<file path="src/rtl/stp_pkg.sv">
package stp_pkg;

   // Angle resolution is fixed by the finest mode: 16 microsteps per quarter cycle.
   localparam int POS_W = 6;
   localparam int QTR   = 1 << (POS_W - 2);

   typedef enum logic [2:0] {
      MD_IDLE_LO   = 3'b000,
      MD_FULL      = 3'b001,
      MD_HALF_A    = 3'b010,
      MD_HALF_B    = 3'b011,
      MD_QUARTER   = 3'b100,
      MD_EIGHTH    = 3'b101,
      MD_SIXTEENTH = 3'b110,
      MD_IDLE_HI   = 3'b111
   } step_mode_e;

   function automatic logic is_idle(input logic [2:0] m);
      return (m == MD_IDLE_LO) || (m == MD_IDLE_HI);
   endfunction

   // Angle advance per microstep, in sixteenth-of-quarter units.
   function automatic logic [POS_W-1:0] step_size(input logic [2:0] m);
      case (m)
         MD_FULL:              return POS_W'(16);
         MD_HALF_A, MD_HALF_B: return POS_W'(8);
         MD_QUARTER:           return POS_W'(4);
         MD_EIGHTH:            return POS_W'(2);
         MD_SIXTEENTH:         return POS_W'(1);
         default:              return '0;
      endcase
   endfunction

   // Rounded 100*sin(i*pi/32) for i = 0..16.
   function automatic logic [6:0] sine_pct(input logic [POS_W-2:0] i);
      case (i)
         5'd0:  return 7'd0;
         5'd1:  return 7'd10;
         5'd2:  return 7'd20;
         5'd3:  return 7'd29;
         5'd4:  return 7'd38;
         5'd5:  return 7'd47;
         5'd6:  return 7'd56;
         5'd7:  return 7'd63;
         5'd8:  return 7'd71;
         5'd9:  return 7'd77;
         5'd10: return 7'd83;
         5'd11: return 7'd88;
         5'd12: return 7'd92;
         5'd13: return 7'd96;
         5'd14: return 7'd98;
         default: return 7'd100;
      endcase
   endfunction

endpackage

</file>
<file path="src/rtl/stp_step_sync.sv">
module stp_step_sync #(
   parameter int STAGES = 2
) (
   input  logic clk,
   input  logic rst_n,
   input  logic async_in,
   output logic rise_pulse
);
   if (STAGES < 2) begin : g_bad_stages
      $error("stp_step_sync: STAGES must be at least 2");
   end

   // chain[STAGES-1] is the synchronised level, chain[STAGES] its previous value.
   logic [STAGES:0] chain;

   for (genvar g = 0; g <= STAGES; g++) begin : g_ff
      if (g == 0) begin : g_first
         always_ff @(posedge clk or negedge rst_n)
            if (!rst_n) chain[g] <= 1'b0;
            else        chain[g] <= async_in;
      end else begin : g_next
         always_ff @(posedge clk or negedge rst_n)
            if (!rst_n) chain[g] <= 1'b0;
            else        chain[g] <= chain[g-1];
      end
   end

   assign rise_pulse = chain[STAGES-1] & ~chain[STAGES];

   a_r2_single_pulse: assert property (@(posedge clk) disable iff (!rst_n)
      rise_pulse |=> !rise_pulse);

endmodule

</file>
<file path="src/rtl/stp_phase_index.sv">
module stp_phase_index
   import stp_pkg::*;
#(
   parameter int LOCK_CYCLES = 800
) (
   input  logic             clk,
   input  logic             rst_n,
   input  logic             step_pulse,
   input  logic             dir_ccw,
   input  logic             hold_home_n,
   input  logic [2:0]       mode_sel,
   output logic [POS_W-1:0] pos,
   output logic [2:0]       mode_q,
   output logic             idle,
   output logic             locked
);
   if (LOCK_CYCLES < 1) begin : g_bad_lock
      $error("stp_phase_index: LOCK_CYCLES must be at least 1");
   end

   localparam int LOCK_W = $clog2(LOCK_CYCLES + 1);

   logic [LOCK_W-1:0] lock_cnt;
   logic              mode_chg;
   logic              clr;
   logic [POS_W-1:0]  stride;

   assign idle     = is_idle(mode_q);
   assign locked   = (lock_cnt != '0);
   assign mode_chg = (mode_sel != mode_q);
   assign clr      = mode_chg | idle | locked | ~hold_home_n;
   assign stride   = step_size(mode_q);

   always_ff @(posedge clk or negedge rst_n) begin
      if (!rst_n) begin
         mode_q   <= MD_IDLE_LO;
         lock_cnt <= LOCK_W'(LOCK_CYCLES);
         pos      <= '0;
      end else begin
         mode_q <= mode_sel;
         if (idle)        lock_cnt <= LOCK_W'(LOCK_CYCLES);
         else if (locked) lock_cnt <= lock_cnt - 1'b1;
         if (clr)             pos <= '0;
         else if (step_pulse) pos <= dir_ccw ? (pos - stride) : (pos + stride);
      end
   end

   a_r3_hold_at_home: assert property (@(posedge clk) disable iff (!rst_n)
      !hold_home_n |=> (pos == '0));
   a_r5_mode_restart: assert property (@(posedge clk) disable iff (!rst_n)
      mode_chg |=> (pos == '0) && (mode_q == $past(mode_sel)));
   a_r8_lock_freeze: assert property (@(posedge clk) disable iff (!rst_n)
      locked |=> (pos == '0));
   a_r2_step_moves: assert property (@(posedge clk) disable iff (!rst_n)
      (step_pulse && !clr) |=> (pos != $past(pos)));

endmodule

</file>
<file path="src/rtl/stp_current_map.sv">
module stp_current_map
   import stp_pkg::*;
#(
   parameter int MAG_W = 7
) (
   input  logic [POS_W-1:0] pos,
   input  logic [2:0]       mode,
   output logic             a_neg,
   output logic [MAG_W-1:0] a_mag,
   output logic             b_neg,
   output logic [MAG_W-1:0] b_mag
);
   logic             full;
   logic             half_b;
   logic [1:0]       neg_v;
   logic [MAG_W-1:0] mag_v [2];

   assign full   = (mode == MD_FULL);
   assign half_b = (mode == MD_HALF_B);

   // Phase 0 (A) leads phase 1 (B) by one quarter cycle; full step sits half a step back.
   for (genvar ph = 0; ph < 2; ph++) begin : g_phase
      localparam int OFFS = (ph == 0) ? QTR : 0;
      logic [POS_W-1:0] ang;
      logic [1:0]       quad;
      logic [POS_W-3:0] off;
      logic [POS_W-2:0] idx;
      logic [6:0]       pct;

      assign ang  = pos + POS_W'(OFFS) - (full ? POS_W'(QTR / 2) : '0);
      assign quad = ang[POS_W-1:POS_W-2];
      assign off  = ang[POS_W-3:0];
      assign idx  = quad[0] ? ((POS_W-1)'(QTR) - {1'b0, off}) : {1'b0, off};

      always_comb begin
         if (full || (half_b && off == (POS_W-2)'(QTR / 2))) pct = 7'd100;
         else                                                pct = sine_pct(idx);
      end

      assign mag_v[ph] = MAG_W'(pct);
      assign neg_v[ph] = quad[1] & (pct != 7'd0);

      a_r11_no_neg_zero: assert property (@(pos) !(neg_v[ph] && mag_v[ph] == '0));
   end

   assign a_neg = neg_v[0];
   assign a_mag = mag_v[0];
   assign b_neg = neg_v[1];
   assign b_mag = mag_v[1];

endmodule

</file>
<file path="src/rtl/stp_microstep_seq.sv">
module stp_microstep_seq
   import stp_pkg::*;
#(
   parameter int LOCK_CYCLES = 800,
   parameter int SYNC_STAGES = 2,
   parameter int MAG_W       = 7
) (
   input  logic             clk,
   input  logic             rst_n,
   input  logic             step_in,
   input  logic             dir_ccw,
   input  logic [2:0]       mode_sel,
   input  logic             enable_in,
   input  logic             hold_home_n,
   output logic             a_neg,
   output logic [MAG_W-1:0] a_mag,
   output logic             b_neg,
   output logic [MAG_W-1:0] b_mag,
   output logic             bridge_off,
   output logic             home_od_n
);
   if (MAG_W < 7) begin : g_bad_mag
      $error("stp_microstep_seq: MAG_W must hold the value 100");
   end

   logic             step_pulse;
   logic [POS_W-1:0] pos;
   logic [2:0]       mode_q;
   logic             idle;
   logic             locked;

   stp_step_sync #(.STAGES(SYNC_STAGES)) u_sync (
      .clk        (clk),
      .rst_n      (rst_n),
      .async_in   (step_in),
      .rise_pulse (step_pulse)
   );

   stp_phase_index #(.LOCK_CYCLES(LOCK_CYCLES)) u_index (
      .clk         (clk),
      .rst_n       (rst_n),
      .step_pulse  (step_pulse),
      .dir_ccw     (dir_ccw),
      .hold_home_n (hold_home_n),
      .mode_sel    (mode_sel),
      .pos         (pos),
      .mode_q      (mode_q),
      .idle        (idle),
      .locked      (locked)
   );

   stp_current_map #(.MAG_W(MAG_W)) u_map (
      .pos   (pos),
      .mode  (mode_q),
      .a_neg (a_neg),
      .a_mag (a_mag),
      .b_neg (b_neg),
      .b_mag (b_mag)
   );

   assign bridge_off = idle | locked | ~enable_in;
   assign home_od_n  = ~((pos == '0) & ~idle);

   a_r1_idle_bridge_off: assert property (@(posedge clk) disable iff (!rst_n)
      is_idle(mode_sel) |=> bridge_off);
   a_r9_idle_flag_free: assert property (@(posedge clk) disable iff (!rst_n)
      is_idle(mode_sel) |=> home_od_n);

endmodule

</file>
<file path="config.mk">
export PLATFORM = sky130hd
export DESIGN_NAME = stp_microstep_seq
export DESIGN_NICKNAME = d
export VERILOG_FILES = /design/src/rtl/stp_pkg.sv /design/src/rtl/stp_step_sync.sv /design/src/rtl/stp_phase_index.sv /design/src/rtl/stp_current_map.sv /design/src/rtl/stp_microstep_seq.sv
export SDC_FILE = /design/constraint.sdc
export NUM_CORES = 1
export LEC_CHECK = 0
export BUFFER_PORTS_ARGS = -buffer_cell sky130_fd_sc_hd__buf_2
export CAP_MARGIN = 15
export CORE_ASPECT_RATIO = 0.75
export CORE_MARGIN = 5
export CORE_UTILIZATION = 45
export CTS_CLUSTER_DIAMETER = 150
export DETAILED_ROUTE_END_ITERATION = 8
export PLACE_DENSITY = 0.72
export REMOVE_ABC_BUFFERS = 1
export SLEW_MARGIN = 5
export SYNTH_ARGS = -nofsm -noshare
export SYNTH_HDL_FRONTEND = slang
export SYNTH_SLANG_ARGS = --single-unit
</file>
<file path="constraint.sdc">
create_clock -name clk -period 4.4 [get_ports clk]
set_clock_uncertainty 0.15 [all_clocks]
set_input_delay 0.44 -clock clk [delete_from_list [all_inputs] [get_ports clk]]
set_output_delay 0.44 -clock clk [all_outputs]
set_load 0.05 [all_outputs]
</file>
Yosys cells after proc, flatten, opt, wreduce, memory -nomap -nowiden

Memory sizes are Yosys's and may differ from the RTL's.
Cells that the tools add are included.

$add $sub $neg: 8
Multiply operators: 0
Divide/modulo/power cells: 0
$lt $le $gt $ge: 0
Equal/unequal tests: 10
Shift-type cells: 0
Muxes and demuxes: 13
Bitwise operators: 14
Reduce and logical (&&, ||, !) cells: 13

Operators with widths:

| kind                                                                   | count |
|---|---|
| 7-bit two-way mux                                                      | 4 |
| 5-bit case mux with 5 select lines                                     | 1 |
| 10-bit two-way mux                                                     | 2 |
| 6-bit two-way mux                                                      | 3 |
| 7-bit nonzero test                                                     | 2 |
| 3-bit equality test (second input constant)                            | 4 |
| 5-bit two-way mux                                                      | 2 |
| 10-bit nonzero test                                                    | 1 |
| 10-bit by 1-bit subtractor with 10-bit output (second input constant)  | 1 |
| 5-bit by 4-bit subtractor with 5-bit output (first input constant)     | 2 |
| 4-bit equality test (second input constant)                            | 2 |
| 6-bit by 5-bit adder with 6-bit output                                 | 1 |
| 6-bit by 5-bit adder with 6-bit output (second input constant)         | 1 |
| 3-bit by 2-bit equality test with 1-bit output (second input constant) | 2 |
| 6-bit zero test                                                        | 1 |
| 6-bit by 4-bit subtractor with 6-bit output                            | 1 |
| 6-bit by 5-bit subtractor with 6-bit output                            | 1 |
| 6-bit subtractor                                                       | 1 |
| 1-bit inverter                                                         | 5 |
| 1-bit bitwise OR                                                       | 5 |
| 1-bit bitwise AND                                                      | 4 |
| 4-bit two-way mux                                                      | 1 |
| 2-bit nonzero test                                                     | 2 |
| 3-bit by 1-bit equality test with 1-bit output (second input constant) | 1 |
| other kinds (5)                                                        | 8 |

Register bits: 22
Latch bits: 0
Bits in writable memories: 0
ROM bits: 224
Output and inout bits: 18
Logic and storage cells: 66
Memories kept: 2

Memory list:

| memory           | words | bits a word | read ports | clocked after memory_dff | wr ports | line          | source |
|---|---|---|---|---|---|---|---|
| (name not given) | 16    | 7           | 1          | 0                        | 0        | stp_pkg.sv:36 | `case (i)` |
| (name not given) | 16    | 7           | 1          | 0                        | 0        | stp_pkg.sv:36 |  |

Longest topological paths before layout

Gate-level depths: netlist of run 1.
An unclocked memory read counts as a cell.

Depth after elaboration: 10
Mapped depth: 14

By module

A second synthesis of run 1 with hierarchy kept.

Cells, all modules: 252
Area, all modules: 2250.9 um^2

Modules (own cells, without submodules):

| module            | instances | cells each | area an instance (um^2) | sequential area each (um^2) |
|---|---|---|---|---|
| stp_phase_index   | 1         | 126        | 1255.0                  | 479.2 |
| stp_current_map   | 1         | 117        | 878.3                   | 0.0 |
| stp_step_sync     | 1         | 4          | 88.8                    | 75.1 |
| stp_microstep_seq | 1         | 5          | 28.8                    | 0.0 |

Least setup slack after synthesis of run 1

No wires, ideal clock.

Kind: register to output
From: reg u_index.mode_q[0]
To: out b_neg
Arrival time: 3.907 ns
Setup slack: -0.097 ns
Stages on the path, launching flop included: 13
Path buffers: 2
Cell sequence: dfrtp_1 -> buf_2 -> nor2b_1 -> nand2b_1 -> inv_1 -> ha_1 -> ha_1 -> buf_2 -> nor2_1 -> xnor2_1 -> o21ai_0 -> a211oi_1 -> o41a_1

Word-level cells in the longest chain between the ends: 10

RTL lines:

| element                                        | line                    | source |
|---|---|---|
| start: declaration                             | stp_phase_index.sv:13   | `output logic [2:0] mode_q,` |
| start signal: assignment                       | stp_phase_index.sv:40   | `mode_q <= mode_sel;` |
| 3-bit by 1-bit equality test with 1-bit output | stp_current_map.sv:18   | `assign full = (mode == MD_FULL);` |
| 4-bit two-way mux                              | stp_current_map.sv:30   | `assign ang = pos + POS_W'(OFFS) - (full ? POS_W'(QTR / 2) : '0);` |
| 6-bit subtractor                               | stp_current_map.sv:30   |  |
| 5-bit by 4-bit subtractor with 5-bit output    | stp_current_map.sv:33   | `assign idx = quad[0] ? ((POS_W-1)'(QTR) - {1'b0, off}) : {1'b0, off};` |
| 5-bit two-way mux                              | stp_current_map.sv:33   |  |
| memory read 16 x 7 bit                         | n/a                     |  |
| 7-bit two-way mux                              | stp_pkg.sv:36           |  |
| 7-bit two-way mux (*)                          | stp_current_map.sv:36   | `if (full \|\| (half_b && off == (POS_W-2)'(QTR / 2))) pct = 7'd100;` |
| named net b_mag[3]                             | stp_microstep_seq.sv:18 | `output logic [MAG_W-1:0] b_mag,` |
| 7-bit nonzero test (*)                         | stp_current_map.sv:41   | `assign neg_v[ph] = quad[1] & (pct != 7'd0);` |
| 1-bit bitwise AND (*)                          | stp_current_map.sv:41   |  |
| end: declaration                               | stp_microstep_seq.sv:17 | `output logic b_neg,` |

The timed path passes the listed nets; every way through them passes the cells marked *.

Final worst setup path of run 1

From: reg u_index.mode_q[0]
To: out a_mag[3]

Word-level cells in the longest chain between the ends: 8

RTL lines:

| element                                        | line                    | source |
|---|---|---|
| 3-bit by 1-bit equality test with 1-bit output | stp_current_map.sv:18   |  |
| 4-bit two-way mux                              | stp_current_map.sv:30   |  |
| 6-bit by 4-bit subtractor with 6-bit output    | stp_current_map.sv:30   |  |
| 5-bit by 4-bit subtractor with 5-bit output    | stp_current_map.sv:33   |  |
| 5-bit two-way mux                              | stp_current_map.sv:33   |  |
| memory read 16 x 7 bit                         | n/a                     |  |
| 7-bit two-way mux                              | stp_pkg.sv:36           |  |
| 7-bit two-way mux (*)                          | stp_current_map.sv:36   |  |
| end: declaration                               | stp_microstep_seq.sv:16 | `output logic [MAG_W-1:0] a_mag,` |

Every way passes the cells marked *; elsewhere a longest branch is shown, timed or not.

==> run summary, run 1 <==
The flow ran to the end, and the final reports show no timing, DRC or antenna violations. The floorplan die area came out at approximately 6400 um^2. After detailed routing, the number of vias per cell comes to 5.54.

The number of enable flip-flop cells after synthesis is 0. The area of the core region is 4790 um^2. The worst ir drop on vdd is 0.382 mV. For this run, asynchronously set or reset flops after synthesis account for 100%. Entering global routing, the biggest net connects 23 pins. The global-route wire length before repair came out at 8360 um. The number of H-tree branching levels came out at 1. The TritonCTS sink count came out at 22. The smallest clock period supported by the final layout is computed as 4.14 ns. 0 antenna diodes ended up in the layout.

Adding up every negative setup slack in the final design gives 0 ns. After global routing, the most crowded layer is met1. After clock tree synthesis, the clock-pin slew on the worst setup and hold paths is around 0.08 ns. The part of the Yosys area used for sequential elements came out at about a quarter.

The post-synthesis area per instance is 7.99 um^2. The via count of the first global-routing pass came to roughly 1800. The count of unique library cells instantiated by Yosys is 50. The register area is between 500 and 600 um^2. The commonest register cell after synthesis is sky130_fd_sc_hd__dfrtp_1. The largest buffer count on any clock path is 2. The fmax is 241 MHz. The fraction of final layout cells with drive strength greater than 1 is between 15 and 20%. In this run the post-CTS setup repair buffer count came out at 0. STA classifies the critical path startpoint as a flop. The routing usage on met1 came out at 23.6%. The worst slack at placement came out at 0.445 ns. The detailed-route DRC error count came out at 0. The relative slew slack is 48.7%. Global routing used 15.3% of the available tracks across all layers. The final global-route overflow total is 0. The total wirelength of the detailed-routed design is 4930 um. The setup slack of the critical path after layout came out at 0.255 ns. At the later pin of the worst-skew pair, clock insertion delay measures 0.26 ns. At the pin with the least slew margin, the transition time is 0.769 ns. The final count of pins violating max slew came out at 0. In this run the power density over the cells is 248 nW/um^2. Setup repair after global routing left no endpoint under its margin. The final RePlAce weighted congestion is 0.885. In this run, the number of DRC markers left after iteration 0 of detailed routing was 125. TritonCTS built the clock tree. From synthesis to final layout, the design area changed by 13.2%. By startpoint and endpoint, the worst setup path is classified as reg2out.

The number of inserted filler cells in the final layout is about 470. The post-synth design cell area came out at 2190 um^2. The final-layout worst hold slack came out at 0.139 ns.

The required time at the endpoint of the critical path is 3.81 ns. The half-perimeter wire length of the detailed placement result is 3800 um. The tool flagged a number of max-cap violations equal to 0. The number of antenna violations at the first check in global routing came out at 0. Counting the buffers created by CTS gives 3. The total number of nets in the final design is 333. The number of standard-cell rows in the floorplan came out at 22.

Global routing consumed, on the met3 layer, 2.69% of the routing resources. 27 I/O pins were placed. Summed over all cells, the static leakage comes to 1.09 nW. For this run, the number of Yosys warnings is 0. The final hold violation count is 0. The portion of the clock cycle consumed by the worst path in the final layout is roughly 94%. The final routed wire length divided by cell count is 13.7 um.

The register bit total from synthesis is 22. The floorplan die height came out at 70.4 um. The path class of the tightest hold or removal check is in2reg. The length of the first detailed-routing pass in iterations is 4. In this run the worst path has a maximum fanout of 10.

The initial cell density of the core is 45.7%. The remaining antenna violation count is 0. The number of cells produced by synthesis is 274. The x dimension of the die came out at 90.5 um. The final count of negative-setup-slack endpoints came out at 0. The cell at the root of the clock tree is sky130_fd_sc_hd__clkbuf_8.

The core occupancy in the finished layout is 51.7%. The number of buffers added on ports came out at 26. Data arrives at the worst endpoint at 3.55 ns. Power comes to 0.616 mW. For this run, global-route usage on met2 was measured as roughly 22%.

For this block, the via count after detailed routing is 2000. The multi-input gate area in the final layout is 1550 um^2. The worst setup path is captured at an output pin.
## sequential cells by signal, summed over array words and instances, names as in the netlist
| name | count |
|---|---|
| u_index.pos | 6 |
| u_sync.chain | 3 |
| u_index.lock_cnt | 10 |
| u_index.mode_q | 3 |
## cell usage after synthesis (3+ instances only)
cell | count | share of area (%)
sky130_fd_sc_hd__nor3_1 | 9 | 2.1
sky130_fd_sc_hd__ha_1 | 21 | 12
sky130_fd_sc_hd__xnor2_1 | 17 | 6.8
sky130_fd_sc_hd__dfrtp_1 | 19 | 22
sky130_fd_sc_hd__nor2_1 | 36 | 6.2
sky130_fd_sc_hd__nand2_1 | 25 | 4.3
sky130_fd_sc_hd__a211oi_1 | 8 | 2.7
sky130_fd_sc_hd__nor2b_1 | 6 | 1.7
sky130_fd_sc_hd__buf_2 | 4 | 0.91
sky130_fd_sc_hd__nand2b_1 | 3 | 0.86
sky130_fd_sc_hd__nor4_1 | 5 | 1.4
sky130_fd_sc_hd__o21ai_0 | 10 | 2.3
sky130_fd_sc_hd__a22oi_1 | 3 | 1.0
sky130_fd_sc_hd__o211ai_1 | 4 | 1.4
sky130_fd_sc_hd__xor2_1 | 11 | 4.4
sky130_fd_sc_hd__a21oi_1 | 21 | 4.8
sky130_fd_sc_hd__clkbuf_1 | 3 | 0.51
sky130_fd_sc_hd__dfstp_2 | 3 | 3.6
sky130_fd_sc_hd__inv_1 | 21 | 3.6
sky130_fd_sc_hd__nand3_1 | 7 | 1.6
sky130_fd_sc_hd__mux2i_1 | 4 | 1.8
## final cells by class
cell class / count / area share, %
clock buffers: 4 / 2.22
inverters: 21 / 3.18
multi-input cells: 224 / 62.6
flip-flops and latches: 22 / 22.4
well taps: 60 / 3.03
repair buffers: 30 / 6.57
## through the flow
step,cell area (um^2),cells
2_1_floorplan,2160,267
3_3_place_gp,2380,356
3_5_place_dp,2380,356
4_1_cts,2450,361
5_1_grt,2480,361
6_report,2480,361
## worst max-delay path: stages (launching register included)
cell and delay (ns):
sky130_fd_sc_hd__dfrtp_2 0.47, sky130_fd_sc_hd__nor2b_2 0.19, sky130_fd_sc_hd__nand2b_1 0.18, sky130_fd_sc_hd__inv_1 0.08
sky130_fd_sc_hd__ha_1 0.39, sky130_fd_sc_hd__ha_1 0.37, sky130_fd_sc_hd__inv_1 0.10, sky130_fd_sc_hd__a21oi_4 0.26
sky130_fd_sc_hd__mux2i_2 0.36, sky130_fd_sc_hd__xnor2_2 0.21, sky130_fd_sc_hd__nor2_1 0.13, sky130_fd_sc_hd__a21oi_1 0.12
sky130_fd_sc_hd__and3_1 0.16, sky130_fd_sc_hd__buf_2 0.26
## power by group
| group | leakage [nW] | total, mW | internal [mW] | switching (mW) |
|---|---|---|---|---|
| clock | 0.0288 | 0.139 | 0.0796 | 0.0595 |
| sequential | 0.274 | 0.281 | 0.243 | 0.0382 |
| combinational | 0.786 | 0.195 | 0.0821 | 0.113 |
## kinds of logic after synthesis
kind of cell	synth area share [%]
mux	3.54
simple gates	22.5
compound gates	18.7
buf+inv	5.03
fa+ha+maj	12.9
flops	25.3
xor+xnor	11.9
## routing by layer
metal | share of wire (%) | wire length (um)
met1 | 51 | 2520
met2 | 42 | 2070
met3 | 5.8 | 288
met4 | 1.1 | 55
met5 | 0 | 0
## cells in the final DEF (no fill, tap or decap), types with 3 or more instances in the layout
master and n:
sky130_fd_sc_hd__nor3_1 9, sky130_fd_sc_hd__nand3_1 7, sky130_fd_sc_hd__nor2_1 36, sky130_fd_sc_hd__dfrtp_1 18
sky130_fd_sc_hd__xor2_1 11, sky130_fd_sc_hd__buf_2 26, sky130_fd_sc_hd__nor2b_1 5, sky130_fd_sc_hd__xnor2_1 16
sky130_fd_sc_hd__o21ai_0 10, sky130_fd_sc_hd__buf_4 3, sky130_fd_sc_hd__nand2b_1 3, sky130_fd_sc_hd__inv_1 21
sky130_fd_sc_hd__dfstp_2 3, sky130_fd_sc_hd__nor4_1 5, sky130_fd_sc_hd__a21oi_1 21, sky130_fd_sc_hd__a22oi_1 3
sky130_fd_sc_hd__ha_1 21, sky130_fd_sc_hd__nand2_1 25, sky130_fd_sc_hd__o211ai_1 4, sky130_fd_sc_hd__a211oi_1 8
sky130_fd_sc_hd__clkbuf_8 4
## timing repair
| item | CTS | global route |
|---|---|---|
| hold buffers | 1 | 0 |
| endpoints found under the setup margin | 0 | 7 |
| gates resized for setup | 0 | 6 |
| endpoints found under the hold margin | 19 | 0 |
## final timing paths
path / startpoint / endpoint / slack, ns / depth (start not counted)
max: u_index.mode_q[0] / a_mag[3] / 0.26 / 13
min: step_in / u_sync.chain[0] / 0.14 / 1
max reg2reg: u_index.mode_q[1] / u_index.pos[5] / 1.28 / 13
min reg2reg: u_sync.chain[0] / u_sync.chain[1] / 0.20 / 0
max in group asynchronous: rst_n / u_index.lock_cnt[9] / 3.23 / 2
min in group asynchronous: rst_n / u_index.lock_cnt[3] / 0.52 / 2
Note: power is estimated with default switching activity, not from simulation.
==> run 2, diff against run 1 <==
--- a/config.mk
+++ b/config.mk
@@ -8,7 +8,6 @@
 export BUFFER_PORTS_ARGS = -buffer_cell sky130_fd_sc_hd__buf_2
 export CAP_MARGIN = 15
 export CORE_ASPECT_RATIO = 0.75
-export CORE_MARGIN = 5
 export CORE_UTILIZATION = 45
 export CTS_CLUSTER_DIAMETER = 150
 export DETAILED_ROUTE_END_ITERATION = 8
==> run summary, run 2 (synthesized netlist as in run 1, its figures left out) <==
The data arrival time at the worst-slack endpoint was 3.57 ns (was 3.55 ns). The initial cell density of the core is 47.9% (was 45.7%). The half-perimeter wire length of the detailed placement result is 3800 um (about the same). The worst ir drop on vdd is 0.226 mV (was 0.382 mV). The final global-route overflow total was 0 (unchanged).

The routed length on met3 came out at 274 um (was 288 um). The flip-flop count of the largest register after layout was 10 (unchanged). The power density over the cells is 265 nW/um^2 (was 248 nW/um^2).

The internal power came to 0.448 mW (was 0.405 mW). The overall routing resource usage came out at 20.9% (was 15.3%). The final count of negative-setup-slack endpoints came out at 0 (unchanged). The detailed-route DRC error count is 0 (unchanged). The top-level port count came out at 27 (unchanged).

Outcome: finished, final reports clean (unchanged). The leakage power came out at 1.10 nW (was 1.09 nW). The total wirelength of the detailed-routed design came out at 4950 um (was 4930 um). The core occupancy in the finished layout is 54.9% (was 51.7%). The combinational share of power is 29.4% (was 31.7%). The via count of the first global-routing pass is 1759 (was 1797). The sequential share of power was 42.5% (was 45.7%). The register name with the most flops is u_index.lock_cnt (unchanged). The number of diodes added for antenna fixing came to 0 (unchanged). The met2 layer wire length in the routed design is 2050 um (was 2070 um).

The startpoint-to-endpoint class of the critical path is reg2out (unchanged). The final RePlAce weighted congestion is 0.877 (was 0.885). The switching portion of total power is 32.6% (was 34.2%). The cell at the root of the clock tree is sky130_fd_sc_hd__clkbuf_8 (unchanged). The relative slew slack is 53.2% (was 48.7%). The number of H-tree branching levels came out at 1 (unchanged).

The sort of element at the start of the critical path is a flop (unchanged). Most frequent cells in the layout: 36 x sky130_fd_sc_hd__nor2_1, 25 x sky130_fd_sc_hd__nand2_1, 25 x sky130_fd_sc_hd__buf_2 (was 36 x sky130_fd_sc_hd__nor2_1, 26 x sky130_fd_sc_hd__buf_2, 25 x sky130_fd_sc_hd__nand2_1). The violation count after the first detailed-routing iteration is 167 (was 125). The final hold violation count came out at 0 (unchanged). The total number of nets in the final design is 334 (was 333). The most common library cell in the layout ignoring fill and taps is sky130_fd_sc_hd__nor2_1 (unchanged). The synthesis-to-finish area growth came out at 14.8% (was 13.2%). The floorplan die area is 5150 um^2 (was 6370 um^2). The max-capacitance violation count came to 0 (unchanged). The clock transition at the registers of the reported paths is 0.08 ns (about the same).

The largest buffer count on any clock path is 2 (unchanged). The classification of the worst-slack hold path is in2reg (unchanged). The average via count per standard cell came out at 5.59 (was 5.54). The number of buffers added on ports came out at 26 (unchanged). The final count of pins violating max slew is 0 (unchanged). The length of routed wiring on met1 was 2600 um (was 2520 um). The highest net fanout along the worst path is 10 (unchanged).

The proportion of power drawn by the clock network came to 28.0% (was 22.6%). The length of the first detailed-routing pass in iterations was 5 (was 4). The portion of the clock cycle consumed by the worst path in the final layout is 94.5% (was 94.2%). The area of the core region was 4570 um^2 (was 4790 um^2). The final period demand of the worst path is 4.16 ns (was 4.14 ns). The number of standard-cell rows in the floorplan came out at 21 (was 22).

The number of antenna violations at the first check in global routing is 0 (unchanged). The clock tree from TritonCTS is yes (unchanged). The largest net degree at the start of global routing came to 23 (unchanged). The critical path capture point type is an output pin (unchanged).

The transition at the pin with the smallest max-transition slack came out at 0.700 ns (was 0.769 ns). The fraction of final layout cells with drive strength greater than 1 came out at 17.5% (was 16.9%). The floorplan die height came out at 62.4 um (was 70.4 um). The final routed wire length divided by cell count is 13.8 um (was 13.7 um). The highest routing layer actually used was met4 (unchanged). The remaining antenna violation count came out at 0 (unchanged).

Unrepaired setup endpoints after global routing: false (unchanged). The clock buffer count from CTS came to 3 (unchanged). The via count is 2007 (was 2000). The global-route wire length before repair came out at 8420 um (was 8360 um). The x dimension of the die came out at 82.5 um (was 90.5 um). The clock latency on the worst-skew pair came out at 0.26 ns (about the same). The accumulated negative setup slack came out at 0 ns (unchanged).

The fmax is 240 MHz (was 241 MHz). The required time at the endpoint of the critical path came out at 3.81 ns (about the same). Top Registers: u_index.lock_cnt: 10 flops, u_index.pos: 6 flops (unchanged). The TritonCTS sink count came out at 22 (unchanged). The net switching component of the power came out at 0.217 mW (was 0.211 mW).
run 2: cell types whose count changed in the layout (fill, tap and decap cells not counted), sizes merged:
cell / delta
bufinv: +1
run 2: metrics by stage:
step	instances	worst slack, ns	cell area, um^2	hold slack (ns)	total power, mW
global placement	353	0.575	2380	0.189	0.473
CTS	358	0.0989	2460	0.118	0.667
floorplan	267	-0.0834	2160	-0.00559	0.431
detailed placement	353	0.409	2380	0.192	0.477
global route	359	0.0320	2510	0.112	0.710
finish	359	0.242	2510	0.129	0.664
run 2: what timing repair did:
action                     CTS  global route
hold buffers                 1             0
hold endpoints to repair    19             0
setup buffers                0             1
setup endpoints to repair    0             5
gates resized for setup      0             9
run 2: per-layer routing:
metal  global-route usage [%]  vias up
met5                        0        -
met4                     1.94        0
met3                     3.80        5
met2                     29.0       48
met1                     34.3      939
li1                         -     1015
run 2: worst paths after layout:
check                             startpoint                   to  slack (ns)  cells after the start
max in group asynchronous              rst_n    u_index.mode_q[0]        3.23                      2
min in group asynchronous              rst_n  u_index.lock_cnt[3]        0.52                      2
setup / recovery           u_index.mode_q[2]             a_mag[0]        0.24                     13
hold / removal                       step_in      u_sync.chain[0]        0.13                      1
setup reg to reg           u_index.mode_q[1]       u_index.pos[5]        1.34                     13
hold reg to reg              u_sync.chain[0]      u_sync.chain[1]        0.20                      0
run 2: cell type report:
class	count	area (um^2)
fill	435	2060
clock inverter	1	30.0
tap	57	71.3
inverter	21	78.8
multi-input combinational	224	1560
clock buffer	3	41.3
timing repair buffer	31	173
sequential	22	556
run 2: critical path, stage by stage (launching register included):
cell                       delay (ns)
sky130_fd_sc_hd__dfrtp_1         0.49
sky130_fd_sc_hd__nor2b_2         0.20
sky130_fd_sc_hd__nand2b_1        0.15
sky130_fd_sc_hd__inv_1           0.11
sky130_fd_sc_hd__ha_2            0.32
sky130_fd_sc_hd__ha_1            0.35
sky130_fd_sc_hd__inv_1           0.10
sky130_fd_sc_hd__a21oi_4         0.30
sky130_fd_sc_hd__xnor2_2         0.21
sky130_fd_sc_hd__mux2_4          0.36
sky130_fd_sc_hd__a211oi_1        0.28
sky130_fd_sc_hd__a31oi_1         0.07
sky130_fd_sc_hd__nor2b_1         0.13
sky130_fd_sc_hd__clkbuf_4        0.23
run 2: power by group through the flow:
| stage | Sequential (mW) | Clock [mW] | Combinational, mW |
|---|---|---|---|
| after global routing | 0.289 | 0.199 | 0.222 |
| after CTS | 0.281 | 0.192 | 0.194 |
| final | 0.283 | 0.186 | 0.196 |
| after floorplan | 0.276 | 0 | 0.155 |
| after global placement | 0.283 | 0 | 0.190 |
| after detailed placement | 0.284 | 0 | 0.193 |
